`src/rtl/fsu_pkg.sv`:
```
// Package: register map and bus width shared by the unit and its checker.
// Assumes a 4-bit word address; unlisted addresses read as zero.
package fsu_pkg;
    localparam int RW = 16;   // register data width
    localparam int AW = 4;    // register address width

    localparam logic [AW-1:0] A_TXLVL  = 4'd0;
    localparam logic [AW-1:0] A_RXLVL  = 4'd1;
    localparam logic [AW-1:0] A_TXTHR  = 4'd2;
    localparam logic [AW-1:0] A_RXTHR  = 4'd3;
    localparam logic [AW-1:0] A_MASK   = 4'd4;
    localparam logic [AW-1:0] A_CLR    = 4'd5;
    localparam logic [AW-1:0] A_DMAEN  = 4'd6;
    localparam logic [AW-1:0] A_TXDTHR = 4'd7;
    localparam logic [AW-1:0] A_RXDTHR = 4'd8;
    localparam logic [AW-1:0] A_STAT   = 4'd9;
    localparam logic [AW-1:0] A_RAW    = 4'd10;
    localparam logic [AW-1:0] A_MSKD   = 4'd11;

    localparam int NIRQ = 5;  // interrupt sources
endpackage

```
`src/rtl/fsu_fifo.sv`:
```
// Module: synchronous queue with first-word-fall-through head.
// A push into a full queue or a pop from an empty one does nothing to the
// contents and is reported on push_drop / pop_miss for one cycle.
// Assumes DEPTH >= 2. Head reads 0 when empty.
module fsu_fifo #(
    parameter int DEPTH = 32,
    parameter int DW    = 16,
    localparam int PW   = $clog2(DEPTH),
    localparam int LW   = $clog2(DEPTH + 1)
) (
    input  logic          clk,
    input  logic          rst_n,
    input  logic          push,
    input  logic [DW-1:0] wdata,
    input  logic          pop,
    output logic [DW-1:0] rdata,
    output logic [LW-1:0] level,
    output logic          full,
    output logic          empty,
    output logic          push_drop,
    output logic          pop_miss
);
    logic [DW-1:0] mem [DEPTH];
    logic [PW-1:0] wr_ptr, rd_ptr;
    logic          do_push, do_pop;

    assign full      = (level == LW'(DEPTH));
    assign empty     = (level == '0);
    assign do_push   = push && !full;
    assign do_pop    = pop && !empty;
    assign push_drop = push && full;
    assign pop_miss  = pop && empty;
    assign rdata     = empty ? '0 : mem[rd_ptr];

    // Storage write; no reset needed on the data array.
    always_ff @(posedge clk) begin
        if (do_push) mem[wr_ptr] <= wdata;
    end

    // Pointer and occupancy update.
    always_ff @(posedge clk) begin
        if (!rst_n) begin
            wr_ptr <= '0;
            rd_ptr <= '0;
            level  <= '0;
        end else begin
            if (do_push) wr_ptr <= (wr_ptr == PW'(DEPTH - 1)) ? '0 : wr_ptr + 1'b1;
            if (do_pop)  rd_ptr <= (rd_ptr == PW'(DEPTH - 1)) ? '0 : rd_ptr + 1'b1;
            level <= level + LW'(do_push) - LW'(do_pop);
        end
    end
endmodule

```
`src/rtl/fsu_flags.sv`:
```
// Module: sticky error flags (TX overflow, RX underflow, RX overflow).
// A set event in the same cycle as a clear wins, so no event is lost.
// Assumes clr_bits is only meaningful when clr_we is high.
module fsu_flags (
    input  logic       clk,
    input  logic       rst_n,
    input  logic       set_txo,
    input  logic       set_rxu,
    input  logic       set_rxo,
    input  logic       clr_we,
    input  logic [3:0] clr_bits,
    output logic       txo,
    output logic       rxu,
    output logic       rxo
);
    logic clr_all, clr_rxu, clr_rxo, clr_txo;

    assign clr_all = clr_we && clr_bits[0];
    assign clr_rxu = clr_all || (clr_we && clr_bits[1]);
    assign clr_rxo = clr_all || (clr_we && clr_bits[2]);
    assign clr_txo = clr_all || (clr_we && clr_bits[3]);

    // Hold each flag until its clear bit, re-arm on a new event.
    always_ff @(posedge clk) begin
        if (!rst_n) begin
            txo <= 1'b0;
            rxu <= 1'b0;
            rxo <= 1'b0;
        end else begin
            txo <= set_txo || (txo && !clr_txo);
            rxu <= set_rxu || (rxu && !clr_rxu);
            rxo <= set_rxo || (rxo && !clr_rxo);
        end
    end
endmodule

```
`src/rtl/fsu_irq_dma.sv`:
```
// Module: combinational interrupt vector, interrupt line and DMA requests.
// Compares are done one bit wider than the threshold so "threshold + 1"
// never wraps. Assumes thresholds are RW bits and levels LW bits.
module fsu_irq_dma #(
    parameter int LW   = 6,
    parameter int RW   = 16,
    parameter int NIRQ = 5
) (
    input  logic [LW-1:0]   tx_level,
    input  logic [LW-1:0]   rx_level,
    input  logic [RW-1:0]   tx_thr,
    input  logic [RW-1:0]   rx_thr,
    input  logic [RW-1:0]   tx_dthr,
    input  logic [RW-1:0]   rx_dthr,
    input  logic            txo,
    input  logic            rxu,
    input  logic            rxo,
    input  logic [NIRQ-1:0] mask,
    input  logic [1:0]      dma_en,
    output logic [NIRQ-1:0] raw,
    output logic [NIRQ-1:0] masked,
    output logic            irq,
    output logic            tx_dma_req,
    output logic            rx_dma_req
);
    logic [RW:0] txl, rxl;

    assign txl = (RW+1)'(tx_level);
    assign rxl = (RW+1)'(rx_level);

    // Source vector: level-based threshold bits plus sticky flags.
    always_comb begin
        raw[0] = txl <= {1'b0, tx_thr};
        raw[1] = txo;
        raw[2] = rxu;
        raw[3] = rxo;
        raw[4] = rxl >= ({1'b0, rx_thr} + 1'b1);
    end

    assign masked     = raw & mask;
    assign irq        = |masked;
    assign tx_dma_req = dma_en[1] && (txl <= {1'b0, tx_dthr});
    assign rx_dma_req = dma_en[0] && (rxl >= ({1'b0, rx_dthr} + 1'b1));
endmodule

```
`src/rtl/fifo_status_unit.sv`:
```
// Module: top. Two queues, sticky flags, interrupt and DMA logic and the
// configuration/readback registers. Register reads are combinational.
// Assumes one register access per cycle and DEPTH < 2**16.
module fifo_status_unit
    import fsu_pkg::*;
#(
    parameter int DEPTH = 32,
    parameter int DW    = 16
) (
    input  logic          clk,
    input  logic          rst_n,
    input  logic          reg_we,
    input  logic [3:0]    reg_addr,
    input  logic [15:0]   reg_wdata,
    output logic [15:0]   reg_rdata,
    input  logic          tx_push,
    input  logic [DW-1:0] tx_wdata,
    input  logic          tx_pop,
    output logic [DW-1:0] tx_rdata,
    input  logic          rx_push,
    input  logic [DW-1:0] rx_wdata,
    input  logic          rx_pop,
    output logic [DW-1:0] rx_rdata,
    input  logic          engine_busy,
    output logic          irq,
    output logic          tx_dma_req,
    output logic          rx_dma_req
);
    localparam int LW = $clog2(DEPTH + 1);

    logic [LW-1:0]   tx_level, rx_level;
    logic            tx_full, tx_empty, rx_full, rx_empty;
    logic            tx_drop, tx_miss, rx_drop, rx_miss;
    logic            txo, rxu, rxo;
    logic [RW-1:0]   tx_thr, rx_thr, tx_dthr, rx_dthr;
    logic [NIRQ-1:0] mask, raw_irq, masked_irq;
    logic [1:0]      dma_en;
    logic [4:0]      status;

    fsu_fifo #(.DEPTH(DEPTH), .DW(DW)) u_txq (
        .clk(clk), .rst_n(rst_n), .push(tx_push), .wdata(tx_wdata),
        .pop(tx_pop), .rdata(tx_rdata), .level(tx_level), .full(tx_full),
        .empty(tx_empty), .push_drop(tx_drop), .pop_miss(tx_miss)
    );

    fsu_fifo #(.DEPTH(DEPTH), .DW(DW)) u_rxq (
        .clk(clk), .rst_n(rst_n), .push(rx_push), .wdata(rx_wdata),
        .pop(rx_pop), .rdata(rx_rdata), .level(rx_level), .full(rx_full),
        .empty(rx_empty), .push_drop(rx_drop), .pop_miss(rx_miss)
    );

    fsu_flags u_flags (
        .clk(clk), .rst_n(rst_n),
        .set_txo(tx_drop), .set_rxu(rx_miss), .set_rxo(rx_drop),
        .clr_we(reg_we && reg_addr == A_CLR), .clr_bits(reg_wdata[3:0]),
        .txo(txo), .rxu(rxu), .rxo(rxo)
    );

    fsu_irq_dma #(.LW(LW), .RW(RW), .NIRQ(NIRQ)) u_evt (
        .tx_level(tx_level), .rx_level(rx_level),
        .tx_thr(tx_thr), .rx_thr(rx_thr), .tx_dthr(tx_dthr), .rx_dthr(rx_dthr),
        .txo(txo), .rxu(rxu), .rxo(rxo), .mask(mask), .dma_en(dma_en),
        .raw(raw_irq), .masked(masked_irq), .irq(irq),
        .tx_dma_req(tx_dma_req), .rx_dma_req(rx_dma_req)
    );

    assign status = {rx_full, rx_empty, tx_empty, tx_full, engine_busy};

    // Configuration registers written from the register port.
    always_ff @(posedge clk) begin
        if (!rst_n) begin
            tx_thr  <= '0;
            rx_thr  <= '0;
            tx_dthr <= '0;
            rx_dthr <= '0;
            mask    <= '0;
            dma_en  <= '0;
        end else if (reg_we) begin
            case (reg_addr)
                A_TXTHR:  tx_thr  <= reg_wdata;
                A_RXTHR:  rx_thr  <= reg_wdata;
                A_TXDTHR: tx_dthr <= reg_wdata;
                A_RXDTHR: rx_dthr <= reg_wdata;
                A_MASK:   mask    <= reg_wdata[NIRQ-1:0];
                A_DMAEN:  dma_en  <= reg_wdata[1:0];
                default: ;
            endcase
        end
    end

    // Readback multiplexer.
    always_comb begin
        case (reg_addr)
            A_TXLVL:  reg_rdata = RW'(tx_level);
            A_RXLVL:  reg_rdata = RW'(rx_level);
            A_TXTHR:  reg_rdata = tx_thr;
            A_RXTHR:  reg_rdata = rx_thr;
            A_MASK:   reg_rdata = RW'(mask);
            A_DMAEN:  reg_rdata = RW'(dma_en);
            A_TXDTHR: reg_rdata = tx_dthr;
            A_RXDTHR: reg_rdata = rx_dthr;
            A_STAT:   reg_rdata = RW'(status);
            A_RAW:    reg_rdata = RW'(raw_irq);
            A_MSKD:   reg_rdata = RW'(masked_irq);
            default:  reg_rdata = '0;
        endcase
    end

    logic unused_tx_miss;
    assign unused_tx_miss = tx_miss;
endmodule

```
`config.mk`:
```
export PLATFORM = sky130hd
export DESIGN_NAME = fifo_status_unit
export DESIGN_NICKNAME = d
export VERILOG_FILES = /design/src/rtl/fsu_pkg.sv /design/src/rtl/fsu_fifo.sv /design/src/rtl/fsu_flags.sv /design/src/rtl/fsu_irq_dma.sv /design/src/rtl/fifo_status_unit.sv
export SDC_FILE = /design/constraint.sdc
export NUM_CORES = 1
export LEC_CHECK = 0
export BUFFER_PORTS_ARGS = -buffer_cell sky130_fd_sc_hd__buf_2
export CAP_MARGIN = 15
export CORE_ASPECT_RATIO = 1.4
export CORE_MARGIN = 4
export CORE_UTILIZATION = 55
export CTS_BUF_LIST = sky130_fd_sc_hd__clkbuf_4
export CTS_CLUSTER_SIZE = 12
export DETAILED_ROUTE_END_ITERATION = 8
export PLACE_DENSITY = 0.69
export SYNTH_ARGS = -nofsm -noshare
export SYNTH_HDL_FRONTEND = slang
export SYNTH_SLANG_ARGS = --single-unit
export TNS_END_PERCENT = 1
```
`constraint.sdc`:
```
create_clock -name clk -period 3.6 [get_ports clk]
set_input_delay 0.54 -clock clk [delete_from_list [all_inputs] [get_ports clk]]
set_output_delay 0.54 -clock clk [all_outputs]
set_load 0.005 [all_outputs]
```
==> flow_summary.toml <==
[logic_synthesis]
synth-seq-area-share = 0.715
yosysWarnings = 0
synth_edf_count = 1024
yosys-top-cells-area = "edfxtp_1 (66%), mux4_2 (13%), dfxtp_1 (5.0%)"
synthesis.area_mm2 = 0.0463
ys_async_sr_fraction = 0
synth_flop_cell = "edfxtp_1"
synth_seq_cells = 1140
syn_nets = 2569
netlist_instances = 2449
synth_top_area_share = 0.665
synth_top_cell_by_area = "edfxtp_1"
yosysUniqueCellTypes = 77
post_synth.cell_area_avg_um2 = 18.9

[critical_path]
cp_data_required_time_ns = 3.06
cp-start-kind = "flop"
crit_arrival_ns = 3.27
path_cells = "buf_16 -> buf_12 -> buf_16 -> mux4_2 -> mux4_2 -> nand3_1 -> o21ai_1 -> buf_2"
cp_top_family = "multiplexers"
worstSetupPathType = "reg -> out"
worst_path_max_delay_cell = "mux4_2"
endpoint_kind = "output port"
critPathMaxStageDelay_ns = 0.51
crit_buf_inv = 4
critPathMaxFanout = 10

[sta]
rsz0062_at_grt = "true"
finalCriticalPeriod_ns = 3.81
hold_viol = 0
fmax_ghz = 0.263
post-route-period-util = 1.06
worst_pin_slew_ns = 1.02
slew_violations = 0
holdWs_ns = 0.146
fin_skew_ns = 0.104
slew_headroom = 0.318
setup_viol = 33
layout_setup_ws_ns = -0.206

[routing]
routed_wl_um = 110000
post_drt_wl_per_cell_um = 26.3
drt_iter0_markers = 1858
vias = 25196
via_per_inst = 6.02
drc = 0
drtPass1Iterations = 7
ant_nets = 0

[run_status]
violations = "negative setup slack"
status = "finished, violations left"

[global_routing]
grt.total_usage = 0.253
grt-ovfl-total = 0
grt_max_degree = 107
first_global_vias = 27118
grt_pass1_wl_um = 166000
antenna_found_initial = 3

[floorplan]
coreArea_mm2 = 0.0832
num_rows = 125
die_height_um = 351
initial_core_util = 0.556
fp.dieW_um = 253
die_area_mm2 = 0.0889
io_pins = 111

[pwr]
power.leakage_nw = 17.5
max-vdd-ir-drop_mv = 0.404
p_total_mw = 30.8
power.density_mw_per_mm2 = 575

[place]
post-dp-hpwl_um = 66500
place_congestion = 0.893
dp.cells = 3615
io_buffers = 110

[cells_and_area]
utilization = 0.643
stdcell_count = 4188
nNetsFinal = 3034
area_growth_pct = 15.7
drive_above_1_share = 0.347

[clocking]
clockRootBuffer = "clkbuf_4"
cts_made_buffers = 284
cts_max_level = 5
cts_tree = "built"
clk_pin_slew_ns = 0.06
clk_latency_ns = 1.10
clockBufferDepth = 4
clkSinkCount = 1140

[hold_path]
holdCritPathClass = "in -> reg"

[run]
drv_cap = 0
[cell usage after synthesis, types with 13 or more instances]
cell	number
nor2b_1	22
edfxtp_1	1024
mux4_1	48
mux4_2	272
clkbuf_1	50
buf_1	13
buf_2	24
inv_1	69
a21boi_0	78
o21ai_1	32
o21ai_0	30
dfxtp_1	116
nand2_1	188
nor2_1	94
buf_4	16
ha_1	58
nand3_1	60
a21oi_1	21
[registers in the layout, summed over array words and instances (netlist names), 6 cells and up, named ones only]
register and cells:
u_rxq.mem 512, u_txq.mem 512, rx_dthr 16, rx_thr 16, tx_dthr 16, tx_thr 16
u_rxq.level 6, u_txq.level 6
[power breakdown]
part | internal [mW] | total [mW] | switching, mW
sequential | 14.6 | 14.9 | 0.212
combinational | 2.88 | 5.72 | 2.85
clock | 5.39 | 10.2 | 4.80
[path summary, 6_finish.rpt]
kind         cells after the start  slack, ns             end            from
max                              8      -0.21    tx_rdata[13]            flop
min                              5       0.15       dma_en[0]          reg_we
max reg2reg                     13       0.46  u_rxq.level[4]  u_rxq.level[4]
min reg2reg                      2       0.47      tx_dthr[3]      tx_dthr[3]
[cell type report]
cell class,count,area [um2]
repair buffers,299,2840
well taps,1079,1350
diodes,7,17.5
clock inverters,82,455
inverters,79,299
clock buffers,392,2940
flip-flops and latches,1140,33100
multi-input cells,1110,12500
fillers,5739,29700
[per-layer routing]
metal  vias up  part of all wire  global-route usage
li1      11022                 -                   -
met1     12900              0.35               0.298
met2      1071              0.56               0.465
met3       203             0.063              0.0487
met4         0             0.027              0.0913
met5         -                 0                   0
[logic make-up after synthesis]
family	count (synthesis)	share of synthesized area
muxes	331	0.162
DFF	1140	0.715
adders and majority gates	60	0.0166
and+or+nand+nor	461	0.0466
AOI/OAI and AO/OA	241	0.0360
buffers and inverters	199	0.0207
xor gates and xnor gates	17	0.00322
[worst register-to-register path: stages (launching register included)]
cell	delay (ns)
dfxtp_1	0.37
inv_1	0.13
ha_1	0.16
nor4bb_1	0.63
nand2b_1	0.37
inv_2	0.14
ha_1	0.24
inv_1	0.08
fa_1	0.21
inv_1	0.05
a21oi_1	0.14
nor2_1	0.06
or3_1	0.29
and3_1	0.18
[layout by cell type, fill, tap and decap left out, types with 9 or more instances in the layout]
cell type / count
a21boi_0: 78
a21oi_1: 21
a221o_1: 10
a22o_1: 10
a22oi_1: 9
and2_1: 13
and3_1: 12
buf_12: 20
buf_16: 20
buf_2: 109
buf_4: 87
clkbuf_4: 392
clkinv_1: 67
clkinv_2: 12
dfxtp_1: 99
dfxtp_2: 11
dlygate4sd3_1: 53
edfxtp_1: 1024
ha_1: 57
inv_1: 53
inv_2: 23
mux2i_1: 11
mux4_1: 22
mux4_2: 298
nand2_1: 188
nand3_1: 34
nand3_2: 25
nor2_1: 88
nor2b_1: 22
nor3_1: 11
o21ai_0: 28
o21ai_1: 15
o21ai_2: 18
xor2_1: 9
[stage by stage]
stage	setup slack [ns]	instance area [um2]	TNS [ns]
6_report	-0.206	53500	-4.88
3_5_place_dp	0.365	48400	0
3_3_place_gp	0.495	48400	0
4_1_cts	-0.362	53300	-10.70
2_1_floorplan	0.376	46300	0
5_1_grt	-0.360	53500	-11.49
[what timing repair did]
action | CTS | global route
cloned | 15 | 3
hold buffers | 53 | 0
setup buffers | 19 | 2
setup endpoints to repair | 38 | 38
pin swaps | 5 | 2
gates resized for setup | 146 | 16
hold endpoints to repair | 1111 | 0
No activity file was read; power rests on OpenSTA's default activity.
